<file path="src/rtl/uart_rxb_pkg.sv">
package uart_rxb_pkg;

   typedef struct packed {
      logic       ferr;
      logic       perr;
      logic [7:0] data;
   } rx_entry_t;

   localparam int ST_INT_NONE = 20;
   localparam int ST_DREADY   = 24;
   localparam int ST_OVERRUN  = 25;
   localparam int ST_PARITY   = 26;
   localparam int ST_FRAMING  = 27;
   localparam int ST_ANYERR   = 31;
   localparam int ST_WORD_W   = 32;

endpackage

</file>
<file path="src/rtl/rxb_ring.sv">
module rxb_ring
   import uart_rxb_pkg::*;
#(
   parameter int DEPTH = 64,
   parameter int LANES = 4,
   parameter int CNT_W = 7,
   parameter int POP_W = 3
) (
   input  logic                  clk,
   input  logic                  rst_n,
   input  logic                  push,
   input  rx_entry_t             push_entry,
   input  logic                  flush,
   input  logic [POP_W-1:0]      pop_n,
   output logic [CNT_W-1:0]      count,
   output logic                  full,
   output rx_entry_t [LANES-1:0] lane_q
);

   localparam int  PTR_W   = $clog2(DEPTH);
   localparam bit  IS_POW2 = (DEPTH & (DEPTH - 1)) == 0;

   logic [PTR_W-1:0] rd_ptr;
   logic [PTR_W-1:0] wr_ptr;
   logic [PTR_W-1:0] wr_ptr_nx;
   logic [PTR_W-1:0] adv [LANES+1];
   rx_entry_t        mem [DEPTH];

   generate
      if (IS_POW2) begin : g_mask_wrap
         for (genvar k = 0; k <= LANES; k++) begin : g_adv
            assign adv[k] = rd_ptr + PTR_W'(k);
         end
         assign wr_ptr_nx = wr_ptr + PTR_W'(1);
      end else begin : g_mod_wrap
         localparam logic [PTR_W:0] DEPTH_X = (PTR_W+1)'(DEPTH);
         for (genvar k = 0; k <= LANES; k++) begin : g_adv
            logic [PTR_W:0] s;
            assign s      = {1'b0, rd_ptr} + (PTR_W+1)'(k);
            assign adv[k] = (s >= DEPTH_X) ? PTR_W'(s - DEPTH_X) : s[PTR_W-1:0];
         end
         assign wr_ptr_nx = (wr_ptr == PTR_W'(DEPTH - 1)) ? '0 : wr_ptr + PTR_W'(1);
      end
   endgenerate

   generate
      for (genvar i = 0; i < LANES; i++) begin : g_lane
         assign lane_q[i] = mem[adv[i]];
      end
   endgenerate

   assign full = (count == CNT_W'(DEPTH));

   always_ff @(posedge clk) begin
      if (!rst_n) begin
         rd_ptr <= '0;
         wr_ptr <= '0;
         count  <= '0;
      end else if (flush) begin
         rd_ptr <= '0;
         wr_ptr <= '0;
         count  <= '0;
      end else begin
         if (push) begin
            wr_ptr <= wr_ptr_nx;
         end
         rd_ptr <= adv[pop_n];
         count  <= count + CNT_W'(push) - CNT_W'(pop_n);
      end
   end

   always_ff @(posedge clk) begin
      if (push && !flush) begin
         mem[wr_ptr] <= push_entry;
      end
   end

endmodule

</file>
<file path="src/rtl/rxb_err_track.sv">
module rxb_err_track #(
   parameter int LANES = 4,
   parameter int CNT_W = 7,
   parameter int POP_W = 3
) (
   input  logic             clk,
   input  logic             rst_n,
   input  logic             push_err,
   input  logic             push_drop,
   input  logic             flush,
   input  logic [POP_W-1:0] pop_n,
   input  logic [LANES-1:0] lane_err,
   output logic             err_any,
   output logic             overrun
);

   logic [CNT_W-1:0] err_cnt;
   logic [CNT_W-1:0] popped_err;

   always_comb begin
      popped_err = '0;
      for (int i = 0; i < LANES; i++) begin
         if ((POP_W'(i) < pop_n) && lane_err[i]) begin
            popped_err = popped_err + CNT_W'(1);
         end
      end
   end

   always_ff @(posedge clk) begin
      if (!rst_n) begin
         err_cnt <= '0;
         overrun <= 1'b0;
      end else if (flush) begin
         err_cnt <= '0;
         overrun <= 1'b0;
      end else begin
         err_cnt <= err_cnt + CNT_W'(push_err) - popped_err;
         if (push_drop) begin
            overrun <= 1'b1;
         end
      end
   end

   assign err_any = (err_cnt != '0);

endmodule

</file>
<file path="src/rtl/rxb_host_port.sv">
module rxb_host_port
   import uart_rxb_pkg::*;
#(
   parameter int ADDR_W    = 8,
   parameter int BUS_W     = 32,
   parameter int LANES     = 4,
   parameter int CNT_W     = 7,
   parameter int POP_W     = 3,
   parameter int OFS_BYTE  = 'h00,
   parameter int OFS_CTRL  = 'h02,
   parameter int OFS_STAT  = 'h9C,
   parameter int OFS_BURST = 'hA4,
   parameter int RST_BIT   = 1
) (
   input  logic                  acc_rd,
   input  logic                  acc_wr,
   input  logic [ADDR_W-1:0]     acc_addr,
   input  logic [7:0]            acc_wdata,
   input  logic [CNT_W-1:0]      count,
   input  rx_entry_t [LANES-1:0] lane_q,
   input  logic                  overrun,
   input  logic                  err_any,
   output logic [BUS_W-1:0]      acc_rdata,
   output logic [POP_W-1:0]      pop_n,
   output logic                  flush
);

   logic             hit_byte;
   logic             hit_stat;
   logic             hit_burst;
   logic             not_empty;
   logic [POP_W-1:0] avail;

   assign hit_byte  = acc_rd && (acc_addr == ADDR_W'(OFS_BYTE));
   assign hit_stat  = acc_rd && (acc_addr == ADDR_W'(OFS_STAT));
   assign hit_burst = acc_rd && (acc_addr == ADDR_W'(OFS_BURST));
   assign flush     = acc_wr && (acc_addr == ADDR_W'(OFS_CTRL)) && acc_wdata[RST_BIT];
   assign not_empty = (count != '0);
   assign avail     = (count >= CNT_W'(LANES)) ? POP_W'(LANES) : POP_W'(count);

   always_comb begin
      acc_rdata = '0;
      pop_n     = '0;
      if (hit_stat) begin
         acc_rdata[CNT_W-1:0]   = count;
         acc_rdata[ST_INT_NONE] = !not_empty && !overrun;
         acc_rdata[ST_DREADY]   = not_empty;
         acc_rdata[ST_OVERRUN]  = overrun;
         acc_rdata[ST_PARITY]   = not_empty && lane_q[0].perr;
         acc_rdata[ST_FRAMING]  = not_empty && lane_q[0].ferr;
         acc_rdata[ST_ANYERR]   = err_any;
      end else if (hit_burst) begin
         for (int i = 0; i < LANES; i++) begin
            if (POP_W'(i) < avail) begin
               acc_rdata[8*i +: 8] = lane_q[i].data;
            end
         end
         pop_n = avail;
      end else if (hit_byte) begin
         if (not_empty) begin
            acc_rdata[7:0] = lane_q[0].data;
            pop_n          = POP_W'(1);
         end
      end
   end

endmodule

</file>
<file path="src/rtl/uart_rx_burst_fifo.sv">
module uart_rx_burst_fifo
   import uart_rxb_pkg::*;
#(
   parameter int DEPTH     = 64,
   parameter int ADDR_W    = 8,
   parameter int BUS_W     = 32,
   parameter int OFS_BYTE  = 'h00,
   parameter int OFS_CTRL  = 'h02,
   parameter int OFS_STAT  = 'h9C,
   parameter int OFS_BURST = 'hA4,
   parameter int RST_BIT   = 1
) (
   input  logic              clk,
   input  logic              rst_n,
   input  logic              rx_valid,
   input  logic [7:0]        rx_byte,
   input  logic              rx_perr,
   input  logic              rx_ferr,
   input  logic              acc_rd,
   input  logic              acc_wr,
   input  logic [ADDR_W-1:0] acc_addr,
   input  logic [7:0]        acc_wdata,
   output logic [BUS_W-1:0]  acc_rdata
);

   localparam int LANES = BUS_W / 8;
   localparam int CNT_W = $clog2(DEPTH + 1);
   localparam int POP_W = $clog2(LANES + 1);

   generate
      if (DEPTH < 2 || CNT_W > 8) begin : g_bad_depth
         $error("DEPTH must lie in 2..255 so the count fits the 8-bit status field");
      end
      if (BUS_W < ST_WORD_W || (BUS_W % 8) != 0) begin : g_bad_bus
         $error("BUS_W must be a multiple of 8 and at least 32");
      end
      if (LANES >= DEPTH) begin : g_bad_lanes
         $error("A burst must be narrower than the FIFO depth");
      end
      if (RST_BIT < 0 || RST_BIT > 7) begin : g_bad_rst
         $error("RST_BIT must address a bit of the control byte");
      end
      if (ADDR_W < 8) begin : g_bad_addr
         $error("ADDR_W must reach the highest register offset");
      end
   endgenerate

   rx_entry_t             in_entry;
   rx_entry_t [LANES-1:0] lane_q;
   logic [LANES-1:0]      lane_err;
   logic [CNT_W-1:0]      fill_cnt;
   logic [POP_W-1:0]      pop_n;
   logic                  full;
   logic                  flush;
   logic                  push_acc;
   logic                  push_drop;
   logic                  err_any;
   logic                  ovr_flag;

   assign in_entry  = '{ferr: rx_ferr, perr: rx_perr, data: rx_byte};
   assign push_acc  = rx_valid && !full && !flush;
   assign push_drop = rx_valid && full && !flush;

   generate
      for (genvar i = 0; i < LANES; i++) begin : g_err_lane
         assign lane_err[i] = lane_q[i].perr || lane_q[i].ferr;
      end
   endgenerate

   rxb_ring #(
      .DEPTH (DEPTH),
      .LANES (LANES),
      .CNT_W (CNT_W),
      .POP_W (POP_W)
   ) u_ring (
      .clk        (clk),
      .rst_n      (rst_n),
      .push       (push_acc),
      .push_entry (in_entry),
      .flush      (flush),
      .pop_n      (pop_n),
      .count      (fill_cnt),
      .full       (full),
      .lane_q     (lane_q)
   );

   rxb_err_track #(
      .LANES (LANES),
      .CNT_W (CNT_W),
      .POP_W (POP_W)
   ) u_err (
      .clk       (clk),
      .rst_n     (rst_n),
      .push_err  (push_acc && (rx_perr || rx_ferr)),
      .push_drop (push_drop),
      .flush     (flush),
      .pop_n     (pop_n),
      .lane_err  (lane_err),
      .err_any   (err_any),
      .overrun   (ovr_flag)
   );

   rxb_host_port #(
      .ADDR_W    (ADDR_W),
      .BUS_W     (BUS_W),
      .LANES     (LANES),
      .CNT_W     (CNT_W),
      .POP_W     (POP_W),
      .OFS_BYTE  (OFS_BYTE),
      .OFS_CTRL  (OFS_CTRL),
      .OFS_STAT  (OFS_STAT),
      .OFS_BURST (OFS_BURST),
      .RST_BIT   (RST_BIT)
   ) u_host (
      .acc_rd    (acc_rd),
      .acc_wr    (acc_wr),
      .acc_addr  (acc_addr),
      .acc_wdata (acc_wdata),
      .count     (fill_cnt),
      .lane_q    (lane_q),
      .overrun   (ovr_flag),
      .err_any   (err_any),
      .acc_rdata (acc_rdata),
      .pop_n     (pop_n),
      .flush     (flush)
   );

endmodule

</file>
<file path="config.mk">
export PLATFORM = sky130hd
export DESIGN_NAME = uart_rx_burst_fifo
export DESIGN_NICKNAME = d
export VERILOG_FILES = /design/src/rtl/uart_rxb_pkg.sv /design/src/rtl/rxb_ring.sv /design/src/rtl/rxb_err_track.sv /design/src/rtl/rxb_host_port.sv /design/src/rtl/uart_rx_burst_fifo.sv
export SDC_FILE = /design/constraint.sdc
export NUM_CORES = 1
export LEC_CHECK = 0
export BUFFER_PORTS_ARGS = -buffer_cell sky130_fd_sc_hd__buf_4
export CORE_UTILIZATION = 45
export DETAILED_ROUTE_END_ITERATION = 16
export GPL_TIMING_DRIVEN = 0
export MAX_ROUTING_LAYER = met4
export PLACE_DENSITY = 0.71
export REMOVE_ABC_BUFFERS = 1
export SLEW_MARGIN = 20
export SYNTH_ARGS = -nofsm -noshare
export SYNTH_HDL_FRONTEND = slang
export SYNTH_SLANG_ARGS = --single-unit
</file>
<file path="constraint.sdc">
create_clock -name clk -period 6.2 [get_ports clk]
set_input_delay 0.93 -clock clk [delete_from_list [all_inputs] [get_ports clk]]
set_output_delay 0.93 -clock clk [all_outputs]
set_load 0.03 [all_outputs]
</file>
# == Word-level counts from Yosys, hierarchy flattened ==
# Memories as Yosys holds them, arrays and structs flattened. A register that Yosys moved wholly into a read port is not among the register bits.
# Index checks and enable logic that the tools add are counted.
# classes
addsub,12
magnitude_cmp,10
eq_ne,4
n_mux,30
n_bitwise,2
reduce_logical,31
# ops
cell,n
2-to-1 mux 8 bit,7
2-to-1 mux 7 bit,4
2-to-1 mux 24 bit,1
binary-select mux 6 bit (select 3 bit),1
logical AND 1 bit,18
2-to-1 mux 6 bit,3
== test 8 bit (second input constant),2
2-to-1 mux 3 bit,5
adder 7 x 1 -> 7 bit,2
adder 7 x 1 -> 7 bit (second input constant),2
nonzero test 7 bit,2
2-to-1 mux 13 bit,1
adder 6 x 1 -> 6 bit (second input constant),2
adder 6 x 2 -> 6 bit (second input constant),2
< comparator 1 x 3 -> 1 bit (first input constant),4
< comparator 2 x 3 -> 1 bit (first input constant),4
== test 8 x 2 -> 1 bit (second input constant),1
zero test 8 bit,1
== test 7 bit (second input constant),1
greater-or-equal comparator 7 x 3 -> 1 bit (second input constant),1
2-to-1 mux 1 bit,7
subtractor 7 x 3 -> 7 bit,1
subtractor 7 bit,1
adder 6 x 3 -> 6 bit (second input constant),1
8 further kinds,15
# totals
ff_bits,27
ram_bits,640
in_bits,31
output_inout_bits,32
word_cells,95
mem_count,1
# memory_table
name,depth,word_bits,rd,rd_clocked_by_memory_dff,write_ports,line,source
u_ring.mem,64,10,4,1,1,rxb_ring.sv:27,rx_entry_t mem [DEPTH];

# == Longest topological paths before layout ==
# Gate-level depths: netlist of the first run.
# logic_depth
ltp_word,15
depth_mapped,30
depth_no_buf,25

# == By module ==
# From an unflattened synthesis of the first run, not the netlist that was laid out.
# hier_totals
hier_cells,2844
hier_area_um2,42873.6
# modules_own_cells
mod,instances,cells_per_inst,area_per_inst_um2
rxb_ring,1,2685,41636.2
rxb_err_track,1,92,772.0
rxb_host_port,1,60,410.4
uart_rx_burst_fifo,1,7,55.1

# == Least setup slack after synthesis of the first run ==
# Ideal clock, no wire load.
# synth_path
path_type,register to register
start,register (tool-made name)
end,register u_err.err_cnt[6]
setup_ns,0.071
arrival_time_ns,5.857
slack_ns,0.272
stages_incl_launch_ff,30
path_buffers,6
synth_period_minus_slack_ns,5.928
path_cell_list,dfxtp_1 -> clkbuf_2 -> buf_4 -> inv_1 -> buf_2 -> buf_1 -> ha_1 -> clkbuf_1 -> clkbuf_1 -> mux4_2 -> mux4_2 -> nand2_1 -> a21o_1 -> ha_1 -> inv_1 -> nand3_1 -> nand2_1 -> ha_1 -> inv_1 -> a211oi_2 -> xnor2_1 -> ha_1 -> ha_1 -> nor2b_1 -> o21ai_0 -> nand2b_1 -> a21oi_1 -> nor2_1 -> or3_1 -> a21oi_1
# synth_lines
item,line,source
"end signal, assigned",rxb_err_track.sv:37,err_cnt <= err_cnt + CNT_W'(push_err) - popped_err;
"end, declared",rxb_err_track.sv:17,logic [CNT_W-1:0] err_cnt;

# == Worst setup path after layout of the first run ==
# layout_path
start,register u_ring.rd_ptr[0]
end,output acc_rdata[14]
# layout_via
elab_chain_cells,5
# layout_lines
item,line,source
"start, declared",rxb_ring.sv:23,logic [PTR_W-1:0] rd_ptr;
"start signal, assigned",rxb_ring.sv:67,rd_ptr <= adv[pop_n];
adder 6 x 1 -> 6 bit,rxb_ring.sv:32,assign adv[k] = rd_ptr + PTR_W'(k);
memory (64 x 10 bit),n/a,
2-to-1 mux 8 bit,rxb_host_port.sv:54,if (POP_W'(i) < avail) begin
2-to-1 mux 24 bit,rxb_host_port.sv:52,end else if (hit_burst) begin
2-to-1 mux 13 bit,rxb_host_port.sv:44,if (hit_stat) begin
"end, declared",uart_rx_burst_fifo.sv:23,output logic [BUS_W-1:0] acc_rdata
# No other way between the ends.

==> results of run 1 <==
-- sequential cells by signal (all words and copies together) (netlist names), named ones only --
name           count
u_ring.mem       640
u_ring.wr_ptr      6
u_ring.rd_ptr      1
u_err.err_cnt      7
u_err.overrun      1
u_ring.count       7
-- cell families (layout without fill, tap and decap cells) --
family	after synthesis	count (layout)	synth area share [%]
AO/OA/AOI/OAI	185	185	3.14
AND/OR/NAND/NOR	362	362	4.28
flip-flops	667	667	48.5
XOR/XNOR	27	27	0.617
buffers and inverters	237	370	2.97
multiplexers	788	788	39.3
adder cells (fa/ha/maj)	37	37	1.17
other	1	11	0.00920
-- critical path: cells and delay by family (launching register included) --
kind	cells	cell delay, ps
AOI/OAI and AO/OA	1	340
muxes	3	1640
buffers and inverters	8	1980
DFF	1	400
-- timing repair --
item / 4_1_cts / 5_1_grt
endpoints found under the setup margin: 26 / 12
gates resized for setup: 14 / 19
pin swaps: 4 / 8
gates cloned: 12 / 10
buffers inserted: 15 / 11
-- cell usage after synthesis, drive strengths merged, types with 3 or more instances --
| master | n | area (sq um) |
|---|---|---|
| and3 | 11 | 68.8 |
| ha | 35 | 438 |
| a21o | 8 | 60.1 |
| nand3 | 12 | 65.1 |
| a2111oi | 5 | 43.8 |
| a22o | 6 | 52.6 |
| o211ai | 6 | 45.0 |
| edfxtp | 640 | 19200 |
| nor3b | 5 | 37.5 |
| nor3 | 43 | 215 |
| nor2b | 25 | 156 |
| or3 | 5 | 31.3 |
| a31oi | 3 | 18.8 |
| nand2 | 56 | 210 |
| a221oi | 10 | 87.6 |
| o21ai | 17 | 85.1 |
| and2 | 11 | 68.8 |
| nand4b | 3 | 26.3 |
| xnor2 | 17 | 164 |
| a211oi | 28 | 215 |
| xor2 | 10 | 87.6 |
| dfxtp | 27 | 541 |
| or3b | 3 | 26.3 |
| nor4b | 5 | 43.8 |
| mux2i | 137 | 1370 |
| nor2 | 150 | 563 |
| buf | 134 | 823 |
| inv | 31 | 116 |
| nand3b | 5 | 37.5 |
| o22ai | 9 | 56.3 |
| o221ai | 5 | 43.8 |
| clkbuf | 72 | 272 |
| nor4 | 9 | 56.3 |
| mux4 | 650 | 14600 |
| a22oi | 5 | 37.5 |
| nand2b | 9 | 56.3 |
| a21oi | 51 | 255 |
| a32oi | 4 | 35.0 |
-- worst max path at each step --
stage | endpoint | depth (start not counted)
6_report | acc_rdata[14] | 12
5_1_grt | u_err.err_cnt[6]$_SDFF_PP0_ | 29
4_1_cts | u_err.err_cnt[6]$_SDFF_PP0_ | 29
3_5_place_dp | u_err.err_cnt[6]$_SDFF_PP0_ | 27
3_3_place_gp | u_err.err_cnt[6]$_SDFF_PP0_ | 23
2_1_floorplan | u_err.err_cnt[6]$_SDFF_PP0_ | 23
-- area by class of cell --
cell class	count	area, sq um
tap	1176	1470
fill	6758	42600
clock inverter	45	520
timing repair buffer	206	3200
antenna	10	25.0
inverter	31	138
clock buffer	88	1950
multi-input combinational	1400	20200
sequential	667	19800
-- metal layers --
layer,track usage [%],part of all wire [%]
met5,-,0
met4,16.2,6.9
met3,8.71,15
met2,43.6,45
met1,37.1,33
-- power by group through the flow --
stage	clock network, mW	registers, mW	logic (mW)
after floorplan	0	5.14	0.483
after global placement	0	5.15	0.736
after detailed placement	0	5.14	0.713
after CTS	4.56	5.05	0.727
after global routing	4.73	5.05	0.801
final	4.54	5.05	0.750
==> impl_metrics.env, run 1 <==
export IMPL_status="complete, no violations"
export IMPL_avgSynthCellArea_sq_um=17.7
export IMPL_fin_setup_tns_ps=0
export IMPL_grt_overflow=0
export IMPL_grt_pass1_wl_microns=187000
export IMPL_track_usage_pct=29.7
export IMPL_crit_arrival_ps=5080
export IMPL_wire_per_inst_microns=37.0
export IMPL_mostFrequentLayoutCell="mux4_2"
export IMPL_tightest_slew_ps=1340
export IMPL_crit_top_cell="buf_16"
export IMPL_clockBufferDepth=3
export IMPL_fin_hold_ws_ps=525
export IMPL_start_util_pct=45.3
export IMPL_die_y_microns=303
export IMPL_power_switching_mw=2.35
export IMPL_syn2layout_area_growth_pct=16.0
export IMPL_end_kind="output port"
export IMPL_critical_path_class="reg2out"
export IMPL_ys_ff_latch=667
export IMPL_r2r_end="u_err.err_cnt[6]$_SDFF_PP0_"
export IMPL_slew_headroom_pct=9.34
export IMPL_seqPwrFrac_pct=48.8
export IMPL_period_share_pct=97.0
export IMPL_fin_cells=3623
export IMPL_grt_max_degree=66
export IMPL_row_count=110
export IMPL_fin_skew_ps=24.9
export IMPL_antenna_left=0
export IMPL_worstSetupStartpoint="u_ring.rd_ptr[0]$_SDFF_PP0_"
export IMPL_setup_viol_count_final=0
export IMPL_dpl_cell_count=3432
export IMPL_cp_slowest_cell="mux4_2"
export IMPL_num_io_pins=63
export IMPL_power_mw=10.3
export IMPL_placed_cell_area_sq_um=43700
export IMPL_drt_initial_drc_count=5322
export IMPL_cts_root_buffer="clkbuf_16"
export IMPL_path_max_fanout=51
export IMPL_p_leak_nw=14.1
export IMPL_final_cell_mix="mux4_2, edfxtp_1, mux2i_1"
export IMPL_switching_share_pct=22.7
export IMPL_layout_nets=2447
export IMPL_async_flop_share_pct=0
export IMPL_die_w_microns=303
export IMPL_min_delay_start="u_err.overrun$_SDFFE_PP0P_"
export IMPL_dr_pass1_iters=7
export IMPL_dieArea_sq_um=91800
export IMPL_vias_per_cell=7.52
export IMPL_p_int_mw=7.99
export IMPL_numClockSinks=667
export IMPL_yosysWarnings=0
export IMPL_yosysSeqAreaShare_pct=48.5
export IMPL_synthCells=2304
export IMPL_wirelength_microns=134000
export IMPL_cts_tree="done"
export IMPL_rr_worst_depth=27
export IMPL_design_area_sq_um=47300
export IMPL_place_ws_ps=-1440
export IMPL_drv_slew=0
export IMPL_hold_end="u_err.overrun$_SDFFE_PP0P_"
export IMPL_antenna_found_initial=8
export IMPL_htree_levels=3
export IMPL_route_detailed_drc=0
export IMPL_hold_depth=2
export IMPL_post_route_util_pct=52.6
export IMPL_synth_ff_type="edfxtp_1"
export IMPL_netlist_area_sq_um=40700
export IMPL_coreArea_sq_um=89900
export IMPL_power_frac_comb_pct=7.3
export IMPL_finalCriticalPeriod_ps=6010
export IMPL_synth_edff_count=640
export IMPL_clkPwrFrac_pct=43.9
export IMPL_reg2reg_slack_ps=280
export IMPL_clk_latency_ps=640
export IMPL_ir_drop_uv=176
export IMPL_cts_made_buffers=73
export IMPL_drive_above_1_share_pct=44.1
export IMPL_max_freq_ghz=0.166
export IMPL_place_gp_congestion=0.955
export IMPL_hold_path_class="reg2reg"
export IMPL_cp_required_ps=5270
export IMPL_vias=27200
export IMPL_start_kind="flop"
export IMPL_cp_cell_sequence="buf_12 -> buf_16 -> buf_16 -> buf_16 -> buf_16 -> buf_16 -> buf_16 -> mux4_2 -> mux4_2 -> mux2i_1 -> a211oi_1 -> buf_4"
export IMPL_power_density_nw_per_um2=219
export IMPL_hold_violations=0
export IMPL_rsz0062_at_grt="false"
export IMPL_path_clk_slew_ps=70
export IMPL_holdBufCountCts=0
export IMPL_layout_setup_ws_ps=186
export IMPL_synth_cell_types=78
export IMPL_io_buffer_count=55
export IMPL_dp_hpwl_microns=88500
export IMPL_drv_cap=0
export IMPL_grt_pass1_vias=25700
export IMPL_max_stage_delay_ps=570
Note: power is estimated with default switching activity, not from simulation.
==> inputs of run 2 (changes only) <==
--- a/config.mk
+++ b/config.mk
@@ -10,7 +10,8 @@
 export DETAILED_ROUTE_END_ITERATION = 16
 export GPL_TIMING_DRIVEN = 0
 export MAX_ROUTING_LAYER = met4
-export PLACE_DENSITY = 0.71
+export PLACE_DENSITY_LB_ADDON = 0.15
+export RECOVER_POWER = 50
 export REMOVE_ABC_BUFFERS = 1
 export SLEW_MARGIN = 20
 export SYNTH_ARGS = -nofsm -noshare
==> impl_metrics.env, run 2 (synthesis gave the netlist of run 1 again) <==
export IMPL_status="finished, violations left"
export IMPL_violations="capacitance limit, slew limit"
export IMPL_layout_nets=2468
export IMPL_crit_arrival_ps=6470
export IMPL_row_count=110
export IMPL_crit_family="adder cells"
export IMPL_reg2reg_slack_ps=260
export IMPL_drive_above_1_share_pct=44.0
export IMPL_mostFrequentLayoutCell="mux4_2"
export IMPL_cp_required_ps=6730
export IMPL_start_kind="flop"
export IMPL_place_gp_congestion=0.922
export IMPL_design_area_sq_um=47500
export IMPL_finalCriticalPeriod_ps=5940
export IMPL_cp_slowest_cell="dfxtp_4"
export IMPL_vias_per_cell=7.34
export IMPL_tightest_slew_ps=3260
export IMPL_critical_path_class="reg2reg"
export IMPL_dp_hpwl_microns=93400
export IMPL_cts_made_buffers=77
export IMPL_fin_setup_tns_ps=0
export IMPL_power_density_nw_per_um2=216
export IMPL_cp_depth=29
export IMPL_setup_viol_count_final=0
export IMPL_die_w_microns=303
export IMPL_grt_pass1_wl_microns=194000
export IMPL_die_y_microns=303
export IMPL_clockBufferDepth=3
export IMPL_antenna_left=0
export IMPL_drt_initial_drc_count=4065
export IMPL_p_leak_nw=14.2
export IMPL_grt_overflow=0
export IMPL_cts_tree="done"
export IMPL_period_share_pct=95.8
export IMPL_slew_headroom_pct=-117
export IMPL_coreArea_sq_um=89900
export IMPL_hold_depth=2
export IMPL_path_max_fanout=11
export IMPL_min_delay_start="u_err.overrun$_SDFFE_PP0P_"
export IMPL_syn2layout_area_growth_pct=16.6
export IMPL_reg_top3="u_ring.mem x640, u_err.err_cnt x7, u_ring.count x7"
export IMPL_max_freq_ghz=0.168
export IMPL_final_cell_mix="mux4_2, edfxtp_1, mux2i_1"
export IMPL_holdBufCountCts=0
export IMPL_hold_violations=0
export IMPL_drv_cap=10
export IMPL_track_usage_pct=31.5
export IMPL_hold_path_class="reg2reg"
export IMPL_path_buf_inv=7
export IMPL_largest_register="u_ring.mem"
export IMPL_rr_worst_depth=29
export IMPL_fin_skew_ps=35.3
export IMPL_drv_slew=652
export IMPL_io_buffer_count=55
export IMPL_r2r_end="u_err.err_cnt[6]$_SDFF_PP0_"
export IMPL_numClockSinks=667
export IMPL_htree_levels=3
export IMPL_num_io_pins=63
export IMPL_grt_pass1_vias=25700
export IMPL_ir_drop_uv=165
export IMPL_dpl_cell_count=3440
export IMPL_grt_max_degree=66
export IMPL_hold_end="u_err.overrun$_SDFFE_PP0P_"
export IMPL_dieArea_sq_um=91800
export IMPL_wire_per_inst_microns=38.5
export IMPL_path_clk_slew_ps=60
export IMPL_cts_root_buffer="clkbuf_16"
export IMPL_max_stage_delay_ps=420
export IMPL_largest_reg_flops=640
export IMPL_wirelength_microns=140000
export IMPL_end_kind="flop"
export IMPL_crit_top_cell="ha_1"
export IMPL_clk_latency_ps=650
export IMPL_antenna_found_initial=3
export IMPL_vias=26700
export IMPL_dr_pass1_iters=6
export IMPL_placed_cell_area_sq_um=43900
export IMPL_start_util_pct=45.3
export IMPL_route_detailed_drc=0
export IMPL_fin_cells=3638
## run 2: layout make-up
type	count	area [sq um]
well taps	1176	1470
inverters	31	143
clock inverters	45	388
repair buffers	223	3490
diodes	4	10.0
clock buffers	92	2060
flip-flops and latches	667	19800
fillers	6921	42400
multi-input cells	1400	20200
## run 2: power by group
group	internal, mW	switching [mW]	leakage (nW)	total [mW]
combinational	0.286	0.458	6.99	0.744
sequential	5.01	0.0456	5.98	5.06
clock	2.58	1.89	1.21	4.47
## run 2: timing repair
item	in CTS	in global routing
pin swaps	4	8
gates cloned	21	7
setup buffers	19	12
resized for setup	20	12
endpoints found under the setup margin	25	1
## run 2: how the worst max path moves through the flow
stage	endpoint	from
2_1_floorplan	u_err.err_cnt[6]$_SDFF_PP0_	u_ring.rd_ptr[0]$_SDFF_PP0_
3_3_place_gp	u_err.err_cnt[6]$_SDFF_PP0_	u_ring.rd_ptr[0]$_SDFF_PP0_
3_5_place_dp	u_err.err_cnt[6]$_SDFF_PP0_	u_ring.rd_ptr[0]$_SDFF_PP0_
4_1_cts	u_err.err_cnt[6]$_SDFF_PP0_	flop
5_1_grt	u_err.err_cnt[6]$_SDFF_PP0_	flop
6_report	u_err.err_cnt[6]$_SDFF_PP0_	flop
## run 2: tightest hold or removal path, stage by stage (launching register included)
cell and delay, ps:
dfxtp_1 360, a41oi_1 50, nor2_1 70
## run 2: stage by stage
step / utilization (%) / hold slack, ps / setup WS (ps) / power, mW
3_3_place_gp: 46.2 / 485 / -40340 / 5.89
2_1_floorplan: - / 463 / -27490 / 5.62
3_5_place_dp: 48.8 / 497 / -1440 / 5.85
5_1_grt: 52.9 / 553 / -5.16 / 10.5
4_1_cts: 52.6 / 514 / 10.1 / 10.3
6_report: 52.9 / 515 / 259 / 10.3
## run 2: layer usage
layer	global-route usage, %	routed length (microns)	share of wire, %
met3	8.59	17300	12
met1	40.6	51100	36
met5	-	0	0
met4	13.5	6830	4.9
met2	47.0	65100	46
